**src/rtl/sw_slot_pkg.sv**
```systemverilog
package sw_slot_pkg;
  typedef enum logic [1:0] {
    CMD_RESET = 2'd0,
    CMD_WRITE = 2'd1,
    CMD_READ  = 2'd2,
    CMD_HOLD  = 2'd3
  } sw_cmd_e;

  function automatic int unsigned us2cyc(int unsigned clk_hz, int unsigned us);
    return (clk_hz / 1_000_000) * us;
  endfunction
endpackage

```
**src/rtl/sw_sync.sv**
```systemverilog
module sw_sync #(
  parameter int unsigned STAGES  = 2,
  parameter logic        RST_VAL = 1'b1
) (
  input  logic clk_i,
  input  logic rst_ni,
  input  logic d_i,
  output logic q_o
);
  logic [STAGES-1:0] sr_q;

  always_ff @(posedge clk_i or negedge rst_ni) begin
    if (!rst_ni) sr_q <= {STAGES{RST_VAL}};
    else         sr_q <= {sr_q[STAGES-2:0], d_i};
  end

  assign q_o = sr_q[STAGES-1];
endmodule

```
**src/rtl/sw_timer.sv**
```systemverilog
module sw_timer #(
  parameter int unsigned CW = 16
) (
  input  logic          clk_i,
  input  logic          rst_ni,
  input  logic          clear_i,
  input  logic          run_i,
  output logic [CW-1:0] cnt_o
);
  always_ff @(posedge clk_i or negedge rst_ni) begin
    if (!rst_ni)      cnt_o <= '0;
    else if (clear_i) cnt_o <= '0;
    else if (run_i)   cnt_o <= cnt_o + 1'b1;
  end
endmodule

```
**src/rtl/sw_slot_fsm.sv**
```systemverilog
module sw_slot_fsm
  import sw_slot_pkg::*;
#(
  parameter int unsigned CLK_HZ        = 100_000_000,
  parameter int unsigned RST_LOW_US    = 500,
  parameter int unsigned RST_LISTEN_US = 500,
  parameter int unsigned PRES_BEG_US   = 15,
  parameter int unsigned PRES_END_US   = 300,
  parameter int unsigned W1_LOW_US     = 6,
  parameter int unsigned W0_LOW_US     = 64,
  parameter int unsigned RD_LOW_US     = 3,
  parameter int unsigned RD_SMP_US     = 12,
  parameter int unsigned SLOT_US       = 70,
  parameter int unsigned SPU_US        = 10_000,
  parameter int unsigned CW            = 20
) (
  input  logic          clk_i,
  input  logic          rst_ni,
  input  logic          valid_i,
  input  logic [1:0]    cmd_i,
  input  logic          wbit_i,
  input  logic          line_s_i,
  input  logic [CW-1:0] cnt_i,
  output logic          start_o,
  output logic          busy_o,
  output logic          done_o,
  output logic          result_o,
  output logic          pull_low_o,
  output logic          hold_hi_o
);
  localparam logic [CW-1:0] RST_LOW_C = CW'(us2cyc(CLK_HZ, RST_LOW_US));
  localparam logic [CW-1:0] RST_TOT_C = CW'(us2cyc(CLK_HZ, RST_LOW_US + RST_LISTEN_US));
  localparam logic [CW-1:0] PW_BEG_C  = CW'(us2cyc(CLK_HZ, RST_LOW_US + PRES_BEG_US));
  localparam logic [CW-1:0] PW_END_C  = CW'(us2cyc(CLK_HZ, RST_LOW_US + PRES_END_US));
  localparam logic [CW-1:0] W1_C      = CW'(us2cyc(CLK_HZ, W1_LOW_US));
  localparam logic [CW-1:0] W0_C      = CW'(us2cyc(CLK_HZ, W0_LOW_US));
  localparam logic [CW-1:0] RD_C      = CW'(us2cyc(CLK_HZ, RD_LOW_US));
  localparam logic [CW-1:0] SMP_C     = CW'(us2cyc(CLK_HZ, RD_SMP_US));
  localparam logic [CW-1:0] SLOT_C    = CW'(us2cyc(CLK_HZ, SLOT_US));
  localparam logic [CW-1:0] SPU_C     = CW'(us2cyc(CLK_HZ, SPU_US));

  sw_cmd_e       op_q;
  logic          busy_q, wb_q, done_q, res_q;
  logic [CW-1:0] low_lim, total;
  logic          last, in_win;

  always_comb begin
    unique case (op_q)
      CMD_RESET: begin low_lim = RST_LOW_C;               total = RST_TOT_C; end
      CMD_WRITE: begin low_lim = wb_q ? W1_C : W0_C;      total = SLOT_C;    end
      CMD_READ:  begin low_lim = RD_C;                    total = SLOT_C;    end
      default:   begin low_lim = '0;                      total = SPU_C;     end
    endcase
  end

  assign start_o = valid_i && !busy_q;
  assign last    = busy_q && (cnt_i == total - 1'b1);
  assign in_win  = (cnt_i >= PW_BEG_C) && (cnt_i < PW_END_C);

  always_ff @(posedge clk_i or negedge rst_ni) begin
    if (!rst_ni) begin
      busy_q <= 1'b0;
      op_q   <= CMD_RESET;
      wb_q   <= 1'b0;
      done_q <= 1'b0;
      res_q  <= 1'b0;
    end else begin
      done_q <= last;
      if (start_o) begin
        busy_q <= 1'b1;
        op_q   <= sw_cmd_e'(cmd_i);
        wb_q   <= wbit_i;
        res_q  <= 1'b0;
      end else if (busy_q) begin
        if (last) busy_q <= 1'b0;
        // presence: any low in the listen window
        if (op_q == CMD_RESET && in_win && !line_s_i) res_q <= 1'b1;
        if (op_q == CMD_READ && cnt_i == SMP_C) res_q <= line_s_i;
      end
    end
  end

  assign busy_o     = busy_q;
  assign done_o     = done_q;
  assign result_o   = res_q;
  assign pull_low_o = busy_q && (op_q != CMD_HOLD) && (cnt_i < low_lim);
  assign hold_hi_o  = busy_q && (op_q == CMD_HOLD);
endmodule

```
**src/rtl/sw_slot_engine.sv**
```systemverilog
module sw_slot_engine
  import sw_slot_pkg::*;
#(
  parameter int unsigned CLK_HZ        = 100_000_000,
  parameter int unsigned RST_LOW_US    = 500,
  parameter int unsigned RST_LISTEN_US = 500,
  parameter int unsigned PRES_BEG_US   = 15,
  parameter int unsigned PRES_END_US   = 300,
  parameter int unsigned W1_LOW_US     = 6,
  parameter int unsigned W0_LOW_US     = 64,
  parameter int unsigned RD_LOW_US     = 3,
  parameter int unsigned RD_SMP_US     = 12,
  parameter int unsigned SLOT_US       = 70,
  parameter int unsigned SPU_US        = 10_000,
  parameter int unsigned SYNC_STAGES   = 2
) (
  input  logic       clk_i,
  input  logic       rst_ni,
  input  logic       valid_i,
  input  logic [1:0] cmd_i,
  input  logic       wbit_i,
  output logic       ready_o,
  output logic       done_o,
  output logic       result_o,
  input  logic       line_i,
  output logic       pull_low_o,
  output logic       hold_hi_o
);
  localparam int unsigned RST_CYC = us2cyc(CLK_HZ, RST_LOW_US + RST_LISTEN_US);
  localparam int unsigned SPU_CYC = us2cyc(CLK_HZ, SPU_US);
  localparam int unsigned MAX_CYC = (RST_CYC > SPU_CYC) ? RST_CYC : SPU_CYC;
  localparam int unsigned CW      = $clog2(MAX_CYC + 1);

  logic          line_s, start, busy;
  logic [CW-1:0] cnt;

  sw_sync #(.STAGES(SYNC_STAGES), .RST_VAL(1'b1)) u_sync (
    .clk_i, .rst_ni, .d_i(line_i), .q_o(line_s)
  );

  sw_timer #(.CW(CW)) u_timer (
    .clk_i, .rst_ni, .clear_i(start), .run_i(busy), .cnt_o(cnt)
  );

  sw_slot_fsm #(
    .CLK_HZ(CLK_HZ), .RST_LOW_US(RST_LOW_US), .RST_LISTEN_US(RST_LISTEN_US),
    .PRES_BEG_US(PRES_BEG_US), .PRES_END_US(PRES_END_US),
    .W1_LOW_US(W1_LOW_US), .W0_LOW_US(W0_LOW_US), .RD_LOW_US(RD_LOW_US),
    .RD_SMP_US(RD_SMP_US), .SLOT_US(SLOT_US), .SPU_US(SPU_US), .CW(CW)
  ) u_fsm (
    .clk_i, .rst_ni, .valid_i, .cmd_i, .wbit_i,
    .line_s_i(line_s), .cnt_i(cnt),
    .start_o(start), .busy_o(busy), .done_o, .result_o,
    .pull_low_o, .hold_hi_o
  );

  assign ready_o = !busy;
endmodule

```
**config.mk**
```make
export PLATFORM = sky130hd
export DESIGN_NAME = sw_slot_engine
export DESIGN_NICKNAME = d
export VERILOG_FILES = /design/src/rtl/sw_slot_pkg.sv /design/src/rtl/sw_sync.sv /design/src/rtl/sw_timer.sv /design/src/rtl/sw_slot_fsm.sv /design/src/rtl/sw_slot_engine.sv
export SDC_FILE = /design/constraint.sdc
export NUM_CORES = 1
export LEC_CHECK = 0
export ABC_AREA = 1
export BUFFER_PORTS_ARGS = -buffer_cell sky130_fd_sc_hd__buf_2
export CAP_MARGIN = 20
export CORE_MARGIN = 2
export CORE_UTILIZATION = 66
export DETAILED_ROUTE_END_ITERATION = 10
export PLACE_DENSITY = 0.82
export SYNTH_ARGS = -nofsm -noshare
export SYNTH_HDL_FRONTEND = slang
export SYNTH_SLANG_ARGS = --single-unit
```
**constraint.sdc**
```tcl
create_clock -name clk_i -period 3.53 [get_ports clk_i]
set_input_delay 0.1765 -clock clk_i [delete_from_list [all_inputs] [get_ports clk_i]]
set_output_delay 0.1765 -clock clk_i [all_outputs]
set_load 0.02 [all_outputs]
```
Word level (Yosys, flattened, before mapping):

Cells that the tools add are included.

* bits in registers: 28
* output and inout bits: 5
* word-level logic and storage cells: 46

* $add $sub $neg: 2
* magnitude comparators: 3
* equal/unequal tests: 6
* mux-type cells: 12
* reductions and logical operators: 16

Operator list (count)
* $pmux W20 S3: 1
* $mux W20: 2
* $pmux W20 S2: 1
* $add A20 B1 Y20 const B: 1
* $eq A20 B11 Y1 const B: 1
* $eq A20 B20 Y1: 1
* $ge A20 B16 Y1 const B: 1
* $lt A20 B17 Y1 const B: 1
* $lt A20 B20 Y1: 1
* $sub A20 B1 Y20 const B: 1
* $mux W13: 1
* $logic_and A1 B1 Y1: 9
* $mux W1: 7
* $eq A2 B2 Y1 const B: 2
* $reduce_bool A3 Y1: 1
* $eq A2 B1 Y1 const B: 1
* $logic_not A1 Y1: 2
* $logic_not A2 Y1: 1
* $ne A2 B2 Y1 const B: 1
* $reduce_and A2 Y1: 1
* $reduce_bool A2 Y1: 1
* $reduce_or A2 Y1: 1

Longest topological paths before layout:

* depth after elaboration: 9
* gate-level depth with buffers: 13

Modules after synthesis:

Synthesis repeated with hierarchy kept, for this count alone.

* cell total of the unflattened synthesis: 330
* area total of the unflattened synthesis: 2264.7 um^2

By module, submodules not included
* sw_timer: times used 1, cells each 162, area an instance 1171.1 um^2
* sw_slot_fsm: times used 1, cells each 165, area an instance 1037.2 um^2
* sw_sync: times used 1, cells each 2, area an instance 52.6 um^2
* sw_slot_engine: times used 1, cells each 1, area an instance 3.8 um^2

Worst setup path after synthesis:

OpenSTA, ideal clock, no wires.

* path kind: register -> output
* from: register u_fsm.op_q[1]
* to: output port pull_low_o
* arrival: 1895 ps
* data required time: 3354 ps
* slack: 1459 ps
* stages on the path, launching flop included: 13
* buffers on the path: 0
* cells stage by stage: dfrtp_1 inv_1 ha_1 inv_1 nand2_1 nand2_1 ha_1 and3_1 nand2_1 nand3_1 nand2_1 nand2_1 a21oi_1

* word-level cells in the longest chain between the ends: 4
* elaborated cells between the ends (all ways): 8
* classes of those cells: order compare: 1; eq/ne: 3; mux: 1; reduce/logical: 3

Ends and longest elaborated chain
* start, declared: RTL line sw_slot_fsm.sv:42 `sw_cmd_e op_q;`
* start signal, assigned: RTL line sw_slot_fsm.sv:71 `op_q <= sw_cmd_e'(cmd_i);`
* $eq A2 B2 Y1 (tied with other cells): RTL line sw_slot_fsm.sv:48 `unique case (op_q)`
* $pmux W20 S3: RTL line sw_slot_fsm.sv:48
* $lt A20 B20 Y1: RTL line sw_slot_fsm.sv:86 `assign pull_low_o = busy_q && (op_q != CMD_HOLD) && (cnt_i < low_lim);`
* $logic_and A1 B1 Y1 *: RTL line sw_slot_fsm.sv:86
* end, declared: RTL line sw_slot_engine.sv:26 `output logic pull_low_o,`

Mark *: on every way between the ends. The rest lies on a longest branch, timed or not.

Worst setup path after layout:

Ends and elaborated chain as after synthesis.

==> results_dict.tcl <==
set metrics [dict create \
    seqCellArea_um2 703 \
    slew_headroom_pct 58.5 \
    layout-drive-gt1-share_pct 10.8 \
    leakagePower_nw 1.15 \
    gp_congestion 0.901 \
    finalSetupViolations 0 \
    fillCellCount 261 \
    critical_path.cell_chain "inv_1, ha_1, inv_1, nand2_1, nand2_1, ha_1, and3_1, nand2_1, nand3_1, nand2_1, nand2_1, a21oi_1, buf_2" \
    synth_fp_nets 333 \
    rsz0062_at_grt "false" \
    cpLargestDelayFamily "simple AND/OR/NAND/NOR gates" \
    outcome "finished clean" \
    syn_area_per_cell_um2 7.07 \
    crit_path_frequent_cell "nand2_1" \
    grt_use_total_pct 29.8 \
    syn-instance-count 307 \
    hold_viol_final 0 \
    multi_input_area_um2 1230 \
    tns_ps 0 \
    grt-ovfl-total 0 \
    dpl-instance-area_um2 2220 \
    max_stage_delay_ps 450 \
    hpwlAfterDp_um 3760 \
    core_um2 3080 \
    via_per_inst 5.44 \
    fin_crit_sh_pct 72.6 \
    start_kind "flop" \
    final_nets 343 \
    netlist_area_um2 2170 \
    drtPass1Iterations 4 \
    htree_levels 1 \
    drt_wl_total_um 4780 \
    antenna_found_initial 0 \
    synth_edf_count 0 \
    die_h_um 61.3 \
    grt_pass1_wl_um 8100 \
    synth-seq-cells 28 \
    ys.flop_type "dfrtp_1" \
    crit_fanout 6 \
    ant_nets 0 \
    required_ps 3350 \
    yosys.area.top_type "dfrtp_1" \
    clk_latency_ps 330 \
    antenna_cells 0 \
    synth_warnings 0 \
    cts_max_path_buffers 2 \
    arrival_ps 2380 \
    final_max_slew_viol_count 0 \
    area_growth_pct 4.50 \
    rows 20 \
    io_pins 12 \
    drt_iter0_drc 121 \
    io_buffers 11 \
    clockRootBuffer "clkbuf_4" \
    num_vias 1957 \
    fin_crit_ps 2560 \
    grt_pass1_vias 1750 \
    ctsResizeCount 0 \
    slowest_stage "dfrtp_1" \
    finClkSkew_ps 15.3 \
    synth.cells.most_frequent "76 x nand2_1, 44 x inv_1, 35 x nor2_1" \
    cap_violations 0 \
    cts_made_buffers 3 \
    synth.most_common_cell "nand2_1" \
    ir_worst_vdd_mv 0.419 \
    worst_pin_slew_ps 622 \
    grt_max_degree 29 \
    crit_type "reg -> out" \
    hold_path_class "in -> reg" \
    async_flop_share_pct 100 \
    fmax_mhz 390 \
    die_area_um2 3760 \
    clkTransAtPathRegs_ps 150 \
    fp.dieW_um 61.3 \
    synth_cell_type_count 30 \
    cts_hold_buf 2 \
    end_kind "output port" \
    power_density_nw_per_um2 501 \
    drc 0 \
    cts_tree "yes" \
    clock-sinks 28 \
    synth_seq_area_share_pct 32.4 \
    post_cts_buffers 0 \
    avgRoutedWirePerCell_um 13.3 \
    yosys-top-cells-area "dfrtp_1 30%, nand2_1 13%, ha_1 11%" \
    synth_top_area_share_pct 30.0 \
    start_util_pct 70.5 \
    path_buf_inv 3 \
    final_area_um2 2270 \
]
## power breakdown
part	internal, mW	switching (mW)	leakage [nW]
clock network	0.0443	0.0903	0.0150
registers	0.389	0.149	0.324
logic	0.183	0.281	0.812
## worst paths after layout
kind / from / to / slack, ps / depth (start not counted)
min in group asynchronous: rst_ni / u_timer.cnt_o[1] / 360 / 2
hold reg to reg: u_sync.sr_q[0] / u_sync.sr_q[1] / 370 / 0
setup / recovery: u_fsm.op_q[1] / pull_low_o / 970 / 13
max in group asynchronous: rst_ni / u_timer.cnt_o[13] / 2750 / 2
hold / removal: wbit_i / u_fsm.wb_q / 40 / 3
setup reg to reg: u_fsm.op_q[1] / u_fsm.busy_o / 1610 / 9
## per-layer routing
layer  track usage (%)  wire length, um  share of wire (%)  vias up
li1                  -                -                  -     1006
met1              42.6             2320                 49      880
met2              46.2             2070                 43       55
met3              3.36              261                5.5       16
met4              12.5              127                2.7        0
met5                 0                0                  0        -
## tightest hold or removal path, delay by kind of cell
kind	cells	cell delay, ps
simple gates	1	40
compound gates	1	60
buf+inv	1	80
## sequential cells by signal (all words and copies together), names as in the netlist
signal          cells
u_fsm.busy_o        1
u_fsm.done_o        1
u_fsm.op_q          2
u_fsm.result_o      1
u_fsm.wb_q          1
u_sync.sr_q         2
u_timer.cnt_o      20
## kinds of logic (layout without fill, tap and decap cells)
family	after synthesis	count (layout)	share of synthesized area (%)
AND/OR/NAND/NOR	169	169	36.5
buffers and inverters	55	64	10.8
AO/OA/AOI/OAI	35	35	8.88
flip-flops	28	28	32.4
adder cells (fa/ha/maj)	19	19	11.0
XOR/XNOR	1	1	0.404
## stage by stage
stage | power (mW) | util, % | setup WS (ps) | hold WS, ps | std cells
finish | 1.14 | 73.7 | 969 | 41.5 | 360
global placement | 0.980 | 72.2 | 1460 | 215 | 354
floorplan | 0.887 | - | 1460 | -119 | 307
detailed placement | 0.997 | 72.2 | 1370 | 216 | 354
global route | 1.25 | 73.7 | 726 | 47.7 | 360
CTS | 1.13 | 73.7 | 985 | 42.4 | 360
## cells in the final DEF (no fill, tap or decap), types with 4 or more instances in the layout
| master | netlist | layout |
|---|---|---|
| nor2_1 | 35 | 35 |
| dfrtp_1 | 26 | 26 |
| nand2_1 | 76 | 76 |
| buf_2 | 2 | 11 |
| inv_1 | 44 | 44 |
| o21ai_1 | 4 | 4 |
| nor3_1 | 13 | 13 |
| nand4_1 | 6 | 6 |
| a21oi_1 | 8 | 8 |
| ha_1 | 19 | 19 |
| o21ai_0 | 16 | 16 |
| nand3_1 | 23 | 23 |
## cell type report
type | count | share of cell area, %
Clock buffer | 4 | 1.16
Inverter | 47 | 7.78
Multi-Input combinational cell | 224 | 54.3
Sequential cell | 28 | 31.0
Tap cell | 44 | 2.43
Timing Repair Buffer | 13 | 3.31
Note: power is estimated with default switching activity, not from simulation.
